`src/rtl/sctl_pkg.sv`:
```
package sctl_pkg;
  localparam int ADDR_W    = 2;
  localparam int DATA_W    = 10;
  localparam int FRAME_W   = ADDR_W + DATA_W;
  localparam int GAIN_W    = 9;
  localparam int DAC_W     = 8;
  localparam int CLAMP_W   = 7;
  localparam int POL_W     = 6;

  typedef enum logic [ADDR_W-1:0] {
    ADDR_GAIN  = 2'd0,
    ADDR_DAC   = 2'd1,
    ADDR_CLAMP = 2'd2,
    ADDR_POL   = 2'd3
  } regSel_e;

  typedef struct packed {
    logic shiftEn;
    logic shiftBit;
    logic commit;
  } ctlStrobe_t;

  // Bits above a register's width must be zero.
  function automatic logic [DATA_W-1:0] padMask(input regSel_e sel);
    logic [DATA_W-1:0] full;
    full = '1;
    case (sel)
      ADDR_GAIN:  padMask = full << GAIN_W;
      ADDR_DAC:   padMask = full << DAC_W;
      ADDR_CLAMP: padMask = full << CLAMP_W;
      default:    padMask = full << POL_W;
    endcase
  endfunction
endpackage

```
`src/rtl/sctl_sync.sv`:
```
module sctl_sync #(
  parameter int WIDTH  = 3,
  parameter int STAGES = 2,
  parameter logic [WIDTH-1:0] RST_VAL = '0
) (
  input  logic             clk,
  input  logic             rstN,
  input  logic [WIDTH-1:0] asyncIn,
  output logic [WIDTH-1:0] syncOut
);
  logic [WIDTH-1:0] stageQ [STAGES];

  for (genvar s = 0; s < STAGES; s++) begin : g_stage
    always_ff @(posedge clk or negedge rstN) begin
      if (!rstN) stageQ[s] <= RST_VAL;
      else if (s == 0) stageQ[s] <= asyncIn;
      else stageQ[s] <= stageQ[(s == 0) ? 0 : s-1];
    end
  end

  assign syncOut = stageQ[STAGES-1];
endmodule

```
`src/rtl/sctl_frame_ctrl.sv`:
```
module sctl_frame_ctrl
  import sctl_pkg::*;
#(
  parameter int SYNC_STAGES = 2
) (
  input  logic       clk,
  input  logic       rstN,
  input  logic       serClk,
  input  logic       serData,
  input  logic       serEnN,
  output ctlStrobe_t strb
);
  localparam int CNT_MAX = FRAME_W + 1;
  localparam int CNT_W   = $clog2(CNT_MAX + 1);

  logic [2:0] syncVec;
  logic       sClk, sData, sEnN;
  logic       prevClk, prevEnN;
  logic [CNT_W-1:0] bitCnt;
  logic       clkRise, enRise;

  sctl_sync #(
    .WIDTH(3), .STAGES(SYNC_STAGES), .RST_VAL(3'b100)
  ) u_sync (
    .clk(clk), .rstN(rstN),
    .asyncIn({serEnN, serData, serClk}),
    .syncOut(syncVec)
  );

  assign sClk  = syncVec[0];
  assign sData = syncVec[1];
  assign sEnN  = syncVec[2];

  always_ff @(posedge clk or negedge rstN) begin
    if (!rstN) begin
      prevClk <= 1'b0;
      prevEnN <= 1'b1;
    end else begin
      prevClk <= sClk;
      prevEnN <= sEnN;
    end
  end

  assign clkRise = sClk & ~prevClk;
  assign enRise  = sEnN & ~prevEnN;

  always_comb begin
    strb.shiftEn  = clkRise & ~sEnN;
    strb.shiftBit = sData;
    strb.commit   = enRise && (bitCnt == CNT_W'(FRAME_W));
  end

  // Count saturates one above a full frame so overlong frames are rejected.
  always_ff @(posedge clk or negedge rstN) begin
    if (!rstN) bitCnt <= '0;
    else if (enRise) bitCnt <= '0;
    else if (strb.shiftEn && bitCnt != CNT_W'(CNT_MAX)) bitCnt <= bitCnt + 1'b1;
  end

  p_cnt_bound_r6: assert property (@(posedge clk) disable iff (!rstN)
    bitCnt <= CNT_W'(CNT_MAX));
  p_cnt_clear_r6: assert property (@(posedge clk) disable iff (!rstN)
    strb.commit |=> bitCnt == '0);
  p_idle_hold_r7: assert property (@(posedge clk) disable iff (!rstN)
    (sEnN && !enRise) |=> $stable(bitCnt));
endmodule

```
`src/rtl/sctl_regs_dp.sv`:
```
module sctl_regs_dp
  import sctl_pkg::*;
(
  input  logic               clk,
  input  logic               rstN,
  input  ctlStrobe_t         strb,
  input  logic               syncGateEn,
  input  logic               frameSync,
  output logic [GAIN_W-1:0]  gainCode,
  output logic [DAC_W-1:0]   dacCode,
  output logic [CLAMP_W-1:0] clampCode,
  output logic [POL_W-1:0]   polarity,
  output logic               padErr
);
  logic [FRAME_W-1:0] shiftQ;
  regSel_e            sel;
  logic [DATA_W-1:0]  payload;
  logic [GAIN_W-1:0]  pendGain;
  logic               pendValid;
  logic               gainWrite;

  assign sel       = regSel_e'(shiftQ[FRAME_W-1 -: ADDR_W]);
  assign payload   = shiftQ[DATA_W-1:0];
  assign gainWrite = strb.commit && (sel == ADDR_GAIN);

  always_ff @(posedge clk or negedge rstN) begin
    if (!rstN) shiftQ <= '0;
    else if (strb.shiftEn) shiftQ <= {shiftQ[FRAME_W-2:0], strb.shiftBit};
  end

  always_ff @(posedge clk or negedge rstN) begin
    if (!rstN) begin
      dacCode   <= '0;
      clampCode <= '0;
      polarity  <= '0;
    end else if (strb.commit) begin
      case (sel)
        ADDR_DAC:   dacCode   <= payload[DAC_W-1:0];
        ADDR_CLAMP: clampCode <= payload[CLAMP_W-1:0];
        ADDR_POL:   polarity  <= payload[POL_W-1:0];
        default: ;
      endcase
    end
  end

  always_ff @(posedge clk or negedge rstN) begin
    if (!rstN) begin
      gainCode  <= '0;
      pendGain  <= '0;
      pendValid <= 1'b0;
    end else if (gainWrite) begin
      if (syncGateEn) begin
        pendGain  <= payload[GAIN_W-1:0];
        pendValid <= 1'b1;
      end else begin
        gainCode  <= payload[GAIN_W-1:0];
        pendValid <= 1'b0;
      end
    end else if (frameSync && pendValid) begin
      gainCode  <= pendGain;
      pendValid <= 1'b0;
    end
  end

  always_ff @(posedge clk or negedge rstN) begin
    if (!rstN) padErr <= 1'b0;
    else if (strb.commit && |(payload & padMask(sel))) padErr <= 1'b1;
  end

  p_err_sticky_r8: assert property (@(posedge clk) disable iff (!rstN)
    padErr |=> padErr);
  p_dac_hold_r3: assert property (@(posedge clk) disable iff (!rstN)
    !strb.commit |=> $stable(dacCode));
  p_pol_hold_r5: assert property (@(posedge clk) disable iff (!rstN)
    !strb.commit |=> $stable(polarity) && $stable(clampCode));
  p_gain_gated_r9: assert property (@(posedge clk) disable iff (!rstN)
    (syncGateEn && !frameSync) |=> $stable(gainCode));
  p_gain_direct_r10: assert property (@(posedge clk) disable iff (!rstN)
    (gainWrite && !syncGateEn) |=> gainCode == $past(payload[GAIN_W-1:0]));
endmodule

```
`src/rtl/sctl_regfile.sv`:
```
module sctl_regfile
  import sctl_pkg::*;
#(
  parameter int SYNC_STAGES = 2
) (
  input  logic               clk,
  input  logic               rstN,
  input  logic               serClk,
  input  logic               serData,
  input  logic               serEnN,
  input  logic               syncGateEn,
  input  logic               frameSync,
  output logic [GAIN_W-1:0]  gainCode,
  output logic [DAC_W-1:0]   dacCode,
  output logic [CLAMP_W-1:0] clampCode,
  output logic [POL_W-1:0]   polarity,
  output logic               padErr
);
  ctlStrobe_t strb;

  sctl_frame_ctrl #(.SYNC_STAGES(SYNC_STAGES)) u_ctrl (
    .clk(clk), .rstN(rstN),
    .serClk(serClk), .serData(serData), .serEnN(serEnN),
    .strb(strb)
  );

  sctl_regs_dp u_dp (
    .clk(clk), .rstN(rstN), .strb(strb),
    .syncGateEn(syncGateEn), .frameSync(frameSync),
    .gainCode(gainCode), .dacCode(dacCode), .clampCode(clampCode),
    .polarity(polarity), .padErr(padErr)
  );
endmodule

```
`config.mk`:
```
export PLATFORM = sky130hd
export DESIGN_NAME = sctl_regfile
export DESIGN_NICKNAME = d
export VERILOG_FILES = /design/src/rtl/sctl_pkg.sv /design/src/rtl/sctl_sync.sv /design/src/rtl/sctl_frame_ctrl.sv /design/src/rtl/sctl_regs_dp.sv /design/src/rtl/sctl_regfile.sv
export SDC_FILE = /design/constraint.sdc
export NUM_CORES = 1
export LEC_CHECK = 0
export BUFFER_PORTS_ARGS = -buffer_cell sky130_fd_sc_hd__buf_2
export CORE_UTILIZATION = 45
export CTS_CLUSTER_SIZE = 25
export DETAILED_ROUTE_END_ITERATION = 12
export MAX_ROUTING_LAYER = met4
export PLACE_DENSITY = 0.68
export SYNTH_ARGS = -nofsm -noshare
export SYNTH_HDL_FRONTEND = slang
export SYNTH_SLANG_ARGS = --single-unit
```
`constraint.sdc`:
```
create_clock -name clk -period 1.8 [get_ports clk]
set_input_delay 0.18 -clock clk [delete_from_list [all_inputs] [get_ports clk]]
set_output_delay 0.18 -clock clk [all_outputs]
set_load 0.02 [all_outputs]
```
==> results.md, run 1 <==
- Status: finished clean
- Count of input and output buffers: 37
- Wire length on met2: roughly 2.2 mm
- Simple-Gate Fraction of Synth Area: about a tenth
- Post-Syn Nets: 179
- Period minus WS final: between 1.5 and 2 ns
- Ant. Diodes: 0
- Sink Count: 65
- Share of cells above drive strength 1: 54.9%
- Peak supply drop: 0.599 mV
- First-pass GRT wire length: slightly above 8 mm
- Pre-Repair DR Iteration Count: 5
- Slew @ Worst Pin: between 0.5 and 0.6 ns
- WS Path Type: reg -> reg
- Ranking of synthesized cells by area: dfrtp_1, mux2_2, o221a_2
- Drt total wl: roughly 4.8 mm
- Synthesized flop and latch total: 65
- Max_cap viols: 0
- Synth Area per Inst: 15.7 sq um
- Post-layout net count: around 240
- Slowest stage delay, CP: roughly 0.56 ns
- Initial antenna violation count: 0
- Top layer used by detailed routing: met4
- Chip Width: about 80 um
- H-tree Lvls: 3
- # setup viols final: 0
- Reg-to-reg endpoint: u_dp.clampCode[3]
- Largest net degree at the start of global routing: 23
- Post-synthesis compound-gate area fraction: about 6.1%
- Post-synth top area share: between 50% and 60%
- Worst reg2reg startpoint: u_ctrl.u_sync.syncOut[2]
- CP Launch Type: flop
- HP Start: syncGateEn
- Placed cell area: 2990 sq um
- Std cell rows: 27
- Clock Tree Buf Depth: 2
- Critical path peak fanout: 7
- Largest family of logic cells by synthesized area: multiplexers
- Fmax: ~570 MHz
- Rel. slew slack: about 64%
- Count of final hold-check violations: 0
- Hold path cells: 3
- DR WL met3: between 200 and 250 um
- Die Span Y: 78.9 um
- Slowest CP cell: dfstp_2
- Worst setup EP type: flop
- Crit path DAT: about 2.0 ns
- CP Launch Point: u_ctrl.u_sync.syncOut[2]
- Die area: about 6200 sq um
- Design area: between 3000 and 4000 sq um
- Multiplexer share of the synthesized area: 18.1%
- DR WL/cell: 15.8 um
- HP Class: in -> reg
- Fill count: a little under 500
- Register area: 1630 sq um
- Seq/Total Area, Yosys: approximately three fifths
- Initial Util: a little under half
- Syn Inst Count: 169
- Adder-cell share of the synthesized area: 1.41%
- Period utilization: a little over nine tenths
- Setup TNS: 0 ns
- Leading area contributor after synthesis: dfrtp_1
- Dpl hpwl: around 3.2 mm
- GR Overflow Total: 0
- Slew Limit Fails: 0
- Clock root buffer: clkbuf_8
- Static leakage: between 1.5 and 2 nW
- Via Count: 1595
- CTS buffer count: 9
- Final ANT Viol Nets: 0
- Cell variety after synth: 35
- Metal1 wirelength: 2.32 mm
- WHS Endpoint: u_dp.pendValid
- Iteration-0 DRC Markers: between 100 and 150
- Vias per cell: 5.23
- Std-Cell Core Area: around 5600 sq um
- Synth Area in XOR/XNOR: 0.989%
- Clock transition at path regs: 0.07 ns
- I/O pin count: 38
- CTS tree: done
- Synthesis-to-layout area growth: 21.8%
- Clk Latency, worst-skew pair: about 0.33 ns
- Power per cell area: approximately 1100 nW/um^2
- All-Layer GR Usage: a little under a fifth
- GPL Wtd Cong: 0.686
- Reg2Reg Depth: 4
- Synth warn: 0
- Critical path required time: 2.02 ns
- Crit path cell chain: and4b_4 > and2_4 > nand3b_4 > mux2_4
- RSZ-0062 raised after global routing: no
- Clock Skew: around 0.0063 ns
- Multi-input logic area: approximately 990 sq um
- Remaining DRCs: 0
- Number of global-route vias before repair: 1570
- R2R setup slack: between 0.06 and 0.07 ns
- Cell Area, Synth: roughly 2700 sq um
-- logic make-up (layout without fill, tap and decap cells) --
logic type               Yosys count  in the layout
AO/OA/AOI/OAI                     16             16
buffers and inverters              6             70
flip-flops                        65             65
multiplexers                      42             42
adder cells (fa/ha/maj)            3              3
AND/OR/NAND/NOR                   34             34
XOR/XNOR                           3              3
-- cells in the mapped netlist, drive strengths merged --
master / count
dfrtp: 62
mux2: 42
o221a: 8
nand3: 7
or2b: 6
nor2: 5
nand2: 4
buf: 3
dfstp: 3
ha: 3
inv: 3
nand2b: 3
nand3b: 3
a21o: 2
a21oi: 2
xor2: 2
a211o: 1
a31oi: 1
and2: 1
and3: 1
and4b: 1
nand4b: 1
nor2b: 1
nor3b: 1
o211a: 1
o21ai: 1
xnor2: 1
-- placed cells by master (no fill, tap or decap), types with 3 or more instances in the layout --
cell	n
buf_2	37
buf_4	8
clkbuf_8	13
dfrtp_1	62
dfstp_2	3
dlygate4sd3_1	4
ha_1	3
inv_1	3
mux2_2	39
mux2_4	3
nand2_1	4
nand2b_1	3
nand3_1	5
nor2_1	4
o221a_2	8
or2b_1	6
-- final cells by class --
type | count | share of cell area [%]
multi-input combinational | 98 | 30.5
clock inverter | 2 | 0.309
clock buffer | 14 | 5.64
inverter | 3 | 0.348
tap | 72 | 2.78
sequential | 65 | 50.4
timing repair buffer | 51 | 10.1
-- flip-flops by register name (all words and copies together) (netlist names), 3 cells and up --
signal	count
u_ctrl.u_sync.stageQ	3
u_dp.gainCode	9
u_dp.shiftQ	12
u_dp.pendGain	9
u_dp.dacCode	8
u_dp.polarity	6
u_ctrl.u_sync.syncOut	3
u_ctrl.bitCnt	4
u_dp.clampCode	7
-- worst max-delay path, delay by kind of cell, from the launching register on --
kind	cells	cell delay (ns)
AND/OR/NAND/NOR	3	0.72
flip-flops	1	0.56
multiplexers	1	0.34
-- repair_timing --
action	CTS	global route
buffers inserted	0	1
hold buffers	4	0
gates resized for setup	0	1
endpoints found under the hold margin	22	0
setup endpoints to repair	0	2
-- per-layer routing --
layer,GRT usage (%),up-vias
met1,25.5,816
met4,10.4,0
li1,-,729
met3,3.91,8
met5,-,-
met2,25.3,42
-- stage by stage --
step                      worst slack (ns)  hold WS, ns  total power [W]  util (%)  cells
after floorplan                      0.153       -0.116          0.00212         -    169
after global placement              0.0813        0.193          0.00234      53.4    284
after detailed placement            0.0403        0.195          0.00236      53.4    284
after CTS                           0.0295        0.263          0.00354      57.5    304
after global routing               0.00507        0.261          0.00367      57.7    305
final                               0.0600        0.261          0.00350      57.7    305
-- report_power, final --
group	leakage (nW)	switching, W	internal, W
Clock	0.102	0.000526	0.000647
Combinational	0.754	0.000242	0.000244
Sequential	0.852	0.000204	0.00164
Total	1.71	0.000972	0.00253
-- worst max-delay path by stage --
stage / to / cells past startpoint / slack (ns)
after floorplan: u_dp.pendGain[1] / 5 / 0.15
after global placement: u_dp.clampCode[3] / 4 / 0.08
after detailed placement: u_dp.clampCode[3] / 4 / 0.04
after CTS: u_dp.clampCode[3] / 4 / 0.03
after global routing: u_dp.clampCode[3] / 4 / 0.005
final: u_dp.clampCode[3] / 4 / 0.06
Note: power is estimated with default switching activity, not from simulation.
==> run 2: changes to the inputs <==
--- a/config.mk
+++ b/config.mk
@@ -9,8 +9,7 @@
 export CORE_UTILIZATION = 45
 export CTS_CLUSTER_SIZE = 25
 export DETAILED_ROUTE_END_ITERATION = 12
-export MAX_ROUTING_LAYER = met4
-export PLACE_DENSITY = 0.68
+export PLACE_DENSITY_LB_ADDON = 0.2
 export SYNTH_ARGS = -nofsm -noshare
 export SYNTH_HDL_FRONTEND = slang
 export SYNTH_SLANG_ARGS = --single-unit
==> run 2 against run 1 <==
Net effect:
- clock power is 7% lower
- cell count decreased by 0.98%
- largest cell class unchanged
- sequential power barely moved
- non-clock buffer count decreased by 3
- highest routed layer unchanged
- hold slack better by 0.025 ns
- total power is 2.2% lower
- routed wire length is 3.3% higher
- core utilization down 0.94 points
==> results.md, run 2 (synthesis results as in run 1) <==
- Number of flip-flops under the largest register name: 12
- Final core occ: a little under three fifths
- Peak supply drop: 0.591 mV
- Die area: approximately 6200 sq um
- Max_cap viols: 0
- RSZ-0062 raised after global routing: no
- Biggest regs: u_dp.shiftQ (12), u_dp.gainCode (9), u_dp.pendGain (9)
- CTS buffer count: 9
- H-tree Lvls: 3
- Power per cell area: 1080 nW/um^2
- CTS tree: done
- Clk Latency, worst-skew pair: about 0.34 ns
- Period minus WS final: around 1.7 ns
- Pre-Repair DR Iteration Count: 4
- Slew Limit Fails: 0
- Status: finished clean
- All-Layer GR Usage: 18.2%
- Worst setup EP type: flop
- Fmax: roughly 570 MHz
- Design area: 3180 sq um
- Count of input and output buffers: 37
- Routing usage on met1: a little under a quarter
- Placed cell area: 2970 sq um
- Static leakage: ~1.7 nW
- Postcts setup bufs: 0
- # setup viols final: 0
- Met3 GRT Util: roughly 6.1%
- Setup TNS: 0 ns
- Reg2Reg Depth: 4
- Count of final hold-check violations: 0
- WS Path Type: reg -> reg
- GR Overflow Total: 0
- Crit path DAT: between 1.5 and 2 ns
- Ant. Diodes: 0
- Most frequent cells in the layout: dfrtp_1, mux2_2, buf_2
- Final ANT Viol Nets: 0
- Critical path required time: slightly above 2 ns
- Std cell rows: 27
- Largest net degree at the start of global routing: between 60 and 70
- Slew @ Worst Pin: between 0.4 and 0.5 ns
- Share of cells above drive strength 1: between 50% and 60%
- Sink Count: 65
- Critical path peak fanout: 7
- HP Class: in -> reg
- Drt total wl: 4.96 mm
- Initial Util: between 40 and 50%
- Iteration-0 DRC Markers: approximately 100
- Total power: between 0.003 and 0.004 W
- Met2 global-route usage: between 20 and 30%
- First-pass GRT wire length: around 8.3 mm
- Number of global-route vias before repair: 1707
- Clock Skew: around 0.013 ns
- Leading cell type in the layout, fill and taps excluded: dfrtp_1
- Die Span Y: around 80 um
- Via Count: approximately 1600
- Clock transition at path regs: 0.07 ns
- Post-layout net count: roughly 240
- Period utilization: between 90 and 100%
- Most flop-heavy register: u_dp.shiftQ
- Clock Tree Buf Depth: 2
- Hold path cells: 3
- Setup WS post-layout: between 0.05 and 0.06 ns
- Initial antenna violation count: 0
- Std-Cell Core Area: 5610 sq um
- Clock root buffer: clkbuf_8
- Rel. slew slack: 70.7%
- DR WL/cell: 16.4 um
- Remaining DRCs: 0
- CP Launch Type: flop
- Dpl hpwl: ~3.3 mm
- Vias per cell: 5.24
- GPL Wtd Cong: between 0.7 and 0.8
- I/O pin count: 38
- GR peak layer: met2
- Synthesis-to-layout area growth: 19.8%
- Chip Width: between 70 and 80 um
- Fill count: 489
- Pre-CTS setup slack: roughly 0.054 ns
-- run 2: changes by cell type in the layout (fill, tap and decap cells not counted), sizes merged --
cell	delta
buf	-3
clkbuf	-1
clkinvlp	+1
-- run 2: cell type report --
class	count	area (sq um)	share of cell area (%)
multi-input combinational	98	986	31.0
clock buffer	13	159	4.99
inverter	3	11.3	0.354
tap	72	90.1	2.83
clock inverter	3	17.5	0.550
timing repair buffer	48	290	9.12
sequential	65	1630	51.2
-- run 2: path summary, 6_finish.rpt --
kind | startpoint | end | slack, ns
setup / recovery | u_ctrl.u_sync.syncOut[2] | u_dp.clampCode[3] | 0.05
hold / removal | syncGateEn | u_dp.pendValid | 0.29
setup reg to reg | u_ctrl.u_sync.syncOut[2] | u_dp.clampCode[3] | 0.05
hold reg to reg | u_ctrl.u_sync.stageQ[3] | u_ctrl.u_sync.syncOut[0] | 0.35
max in group asynchronous | rstN | u_ctrl.u_sync.syncOut[2] | 1.09
min in group asynchronous | rstN | u_dp.dacCode[5] | 0.38
-- run 2: worst max-delay path, cell delays in order (launching register included) --
cell and delay, ns:
dfstp_2 0.56, and4b_4 0.28, and2_4 0.25, nand3b_4 0.19, mux2_1 0.35
-- run 2: report_power, final --
part	internal (W)	total, W	switching, W
clock	0.000571	0.00109	0.000522
sequential	0.00164	0.00184	0.000207
combinational	0.000241	0.000488	0.000247
-- run 2: stage by stage --
step | instances | hold WS (ns)
finish | 302 | 0.286
global route | 302 | 0.287
CTS | 302 | 0.270
detailed placement | 282 | 0.220
global placement | 282 | 0.213
floorplan | 169 | -0.116
-- run 2: metal layers --
metal	vias up	share of wire, %
met1	794	46
met4	0	1.7
met2	49	47
li1	727	-
met5	-	0
met3	11	5.6
-- run 2: timing repair --
action | in CTS | in global routing
hold buffers | 4 | 0
endpoints found under the setup margin | 0 | 4
endpoints found under the hold margin | 65 | 0
gates resized for setup | 0 | 1
==> run 3: changes to the inputs <==
--- a/config.mk
+++ b/config.mk
@@ -10,6 +10,7 @@
 export CTS_CLUSTER_SIZE = 25
 export DETAILED_ROUTE_END_ITERATION = 12
 export PLACE_DENSITY_LB_ADDON = 0.2
+export SETUP_SLACK_MARGIN = 0.15
 export SYNTH_ARGS = -nofsm -noshare
 export SYNTH_HDL_FRONTEND = slang
 export SYNTH_SLANG_ARGS = --single-unit
==> run 3 against run 2 <==
Net effect:
- routed wire length grew 1.8%
- clock-buffer cell count unchanged
- global-route usage increased by 0.15 points
- core utilization is 1.2 points higher
- setup slack improved by 0.040 ns
- clock skew about the same
- cell count grew 1.3%
- sequential power about the same
- sequential cell count unchanged
- maximum frequency increased by 2.3%
- sequential share of layout area is 1.1 points lower
- die area unchanged
==> results.md, run 3 (synthesis results as in run 1) <==
- Clock transition at path regs: 0.07 ns
- Largest net degree at the start of global routing: 66
- Iteration-0 DRC Markers: 96
- Static leakage: 1.70 nW
- Status: finished clean
- Post-layout net count: 239
- CTS buffer count: 9
- Count of final hold-check violations: 0
- Critical path peak fanout: 7
- Die Span Y: 78.9 um
- Power per cell area: about 1100 nW/um^2
- Peak supply drop: 0.598 mV
- Critical path buffer and inverter count: 0
- Vias per cell: between 5 and 6
- Family with the most delay on the worst path: simple AND/OR/NAND/NOR gates
- Crit path DAT: 1.92 ns
- # setup viols final: 0
- H-tree Lvls: 3
- GR Overflow Total: 0
- Die area: approximately 6200 sq um
- Period minus WS final: 1.70 ns
- Worst setup EP type: flop
- Pre-Repair DR Iteration Count: 4
- Chip Width: a little under 80 um
- Number of flip-flops under the largest register name: 12
- Max_cap viols: 0
- Ant. Diodes: 0
- RSZ-0062 raised after global routing: yes
- Critical path required time: approximately 2.0 ns
- Drt total wl: roughly 5.1 mm
- Clock Tree Buf Depth: 2
- Number of global-route vias before repair: approximately 1700
- GPL Wtd Cong: roughly 0.76
- Fill count: approximately 490
- Share of cells above drive strength 1: 55.6%
- Slew @ Worst Pin: between 0.3 and 0.4 ns
- Leading cell type in the layout, fill and taps excluded: dfrtp_1
- Via Count: between 1500 and 2000
- Minimum hold slack: around 0.29 ns
- Synthesis-to-layout area growth: 22.4%
- Initial antenna violation count: 0
- Period utilization: roughly 95%
- Final ANT Viol Nets: 0
- Slew Limit Fails: 0
- Final core occ: just under 60%
- Biggest regs: u_dp.shiftQ (12), u_dp.gainCode (9), u_dp.pendGain (9)
- Total power: 0.00343 W
- Setup WS post-layout: 0.0950 ns
- Multi-input logic area: around 1000 sq um
- Std-Cell Core Area: between 5000 and 6000 sq um
- DR WL/cell: about 17 um
- Slowest CP cell: dfstp_2
- Clock root buffer: clkbuf_8
- CP Launch Type: flop
- Sink Count: 65
- Most flop-heavy register: u_dp.shiftQ
- Rel. slew slack: between 70 and 80%
- CTS tree: done
- Clock Skew: around 0.013 ns
- Crit path cell chain: and4b_4 > and2_4 > nand3b_4 > mux2_4
- Setup TNS: 0 ns
- First-pass GRT wire length: roughly 8.4 mm
- I/O pin count: 38
- Initial Util: a little under half
- Pre-CTS setup slack: roughly 0.054 ns
- Dpl hpwl: 3.28 mm
- WS Path Type: reg -> reg
- Fmax: 587 MHz
- HP Class: in -> reg
- Count of input and output buffers: 37
- Register area: roughly 1600 sq um
- Std cell rows: 27
- Slowest stage delay, CP: between 0.5 and 0.6 ns
- All-Layer GR Usage: a little under a fifth
- Most frequent cells in the layout: dfrtp_1, mux2_2, buf_2
- Clk Latency, worst-skew pair: ~0.33 ns
- Remaining DRCs: 0
[run 3: cell types whose count changed in the layout (fill, tap and decap cells not counted)]
| cell | delta |
|---|---|
| buf_12 | +1 |
| buf_4 | +2 |
| ha_2 | -1 |
| ha_4 | +1 |
| mux2_1 | -1 |
| mux2_4 | +1 |
| nand2b_1 | -1 |
| nand2b_2 | +1 |
| nand3_2 | +1 |
| nor3b_2 | -1 |
| nor3b_4 | +1 |
[run 3: stage by stage]
| step | instances | instance area [sq um] |
|---|---|---|
| detailed placement | 282 | 2970 |
| floorplan | 169 | 2660 |
| global route | 306 | 3250 |
| finish | 306 | 3250 |
| global placement | 282 | 2970 |
| CTS | 304 | 3210 |
[run 3: worst min-delay path, cell delays in order]
cell,delay [ns]
buf_2,0.15
nand3_2,0.14
a21oi_1,0.10
[run 3: final cells by class]
cell class	instances	share of cell area [%]
repair buffers	51	10.0
inverters	3	0.346
clock inverters	3	0.539
clock buffers	13	4.89
multi-input cells	99	31.3
flip-flops and latches	65	50.1
well taps	72	2.77
[run 3: repair_timing]
action	in CTS	in global routing
hold buffers	4	0
endpoints found under the hold margin	65	0
setup endpoints to repair	39	32
cloned	0	1
resized for setup	3	2
buffers inserted	2	1
pin swaps	5	4
[run 3: final timing paths]
path	start	end	slack, ns	cells after the start
min in group asynchronous	rstN	u_dp.dacCode[5]	0.38	3
setup reg to reg	u_ctrl.u_sync.syncOut[2]	u_dp.clampCode[3]	0.1	4
hold / removal	syncGateEn	u_dp.pendValid	0.29	3
setup / recovery	u_ctrl.u_sync.syncOut[2]	u_dp.clampCode[3]	0.1	4
max in group asynchronous	rstN	u_ctrl.u_sync.syncOut[2]	1.09	3
hold reg to reg	u_ctrl.u_sync.stageQ[3]	u_ctrl.u_sync.syncOut[0]	0.35	0
[run 3: report_power, final]
| group | internal, W | switching, W |
|---|---|---|
| clock | 0.000571 | 0.000512 |
| combinational | 0.000251 | 0.000254 |
| sequential | 0.00164 | 0.000207 |
[run 3: routing by layer]
layer	GRT usage, %	up-vias	share of wire, %
li1	-	739	-
met1	23.7	805	46
met2	29.0	46	47
met3	5.86	10	4.5
met4	7.09	0	1.9
met5	0	-	0
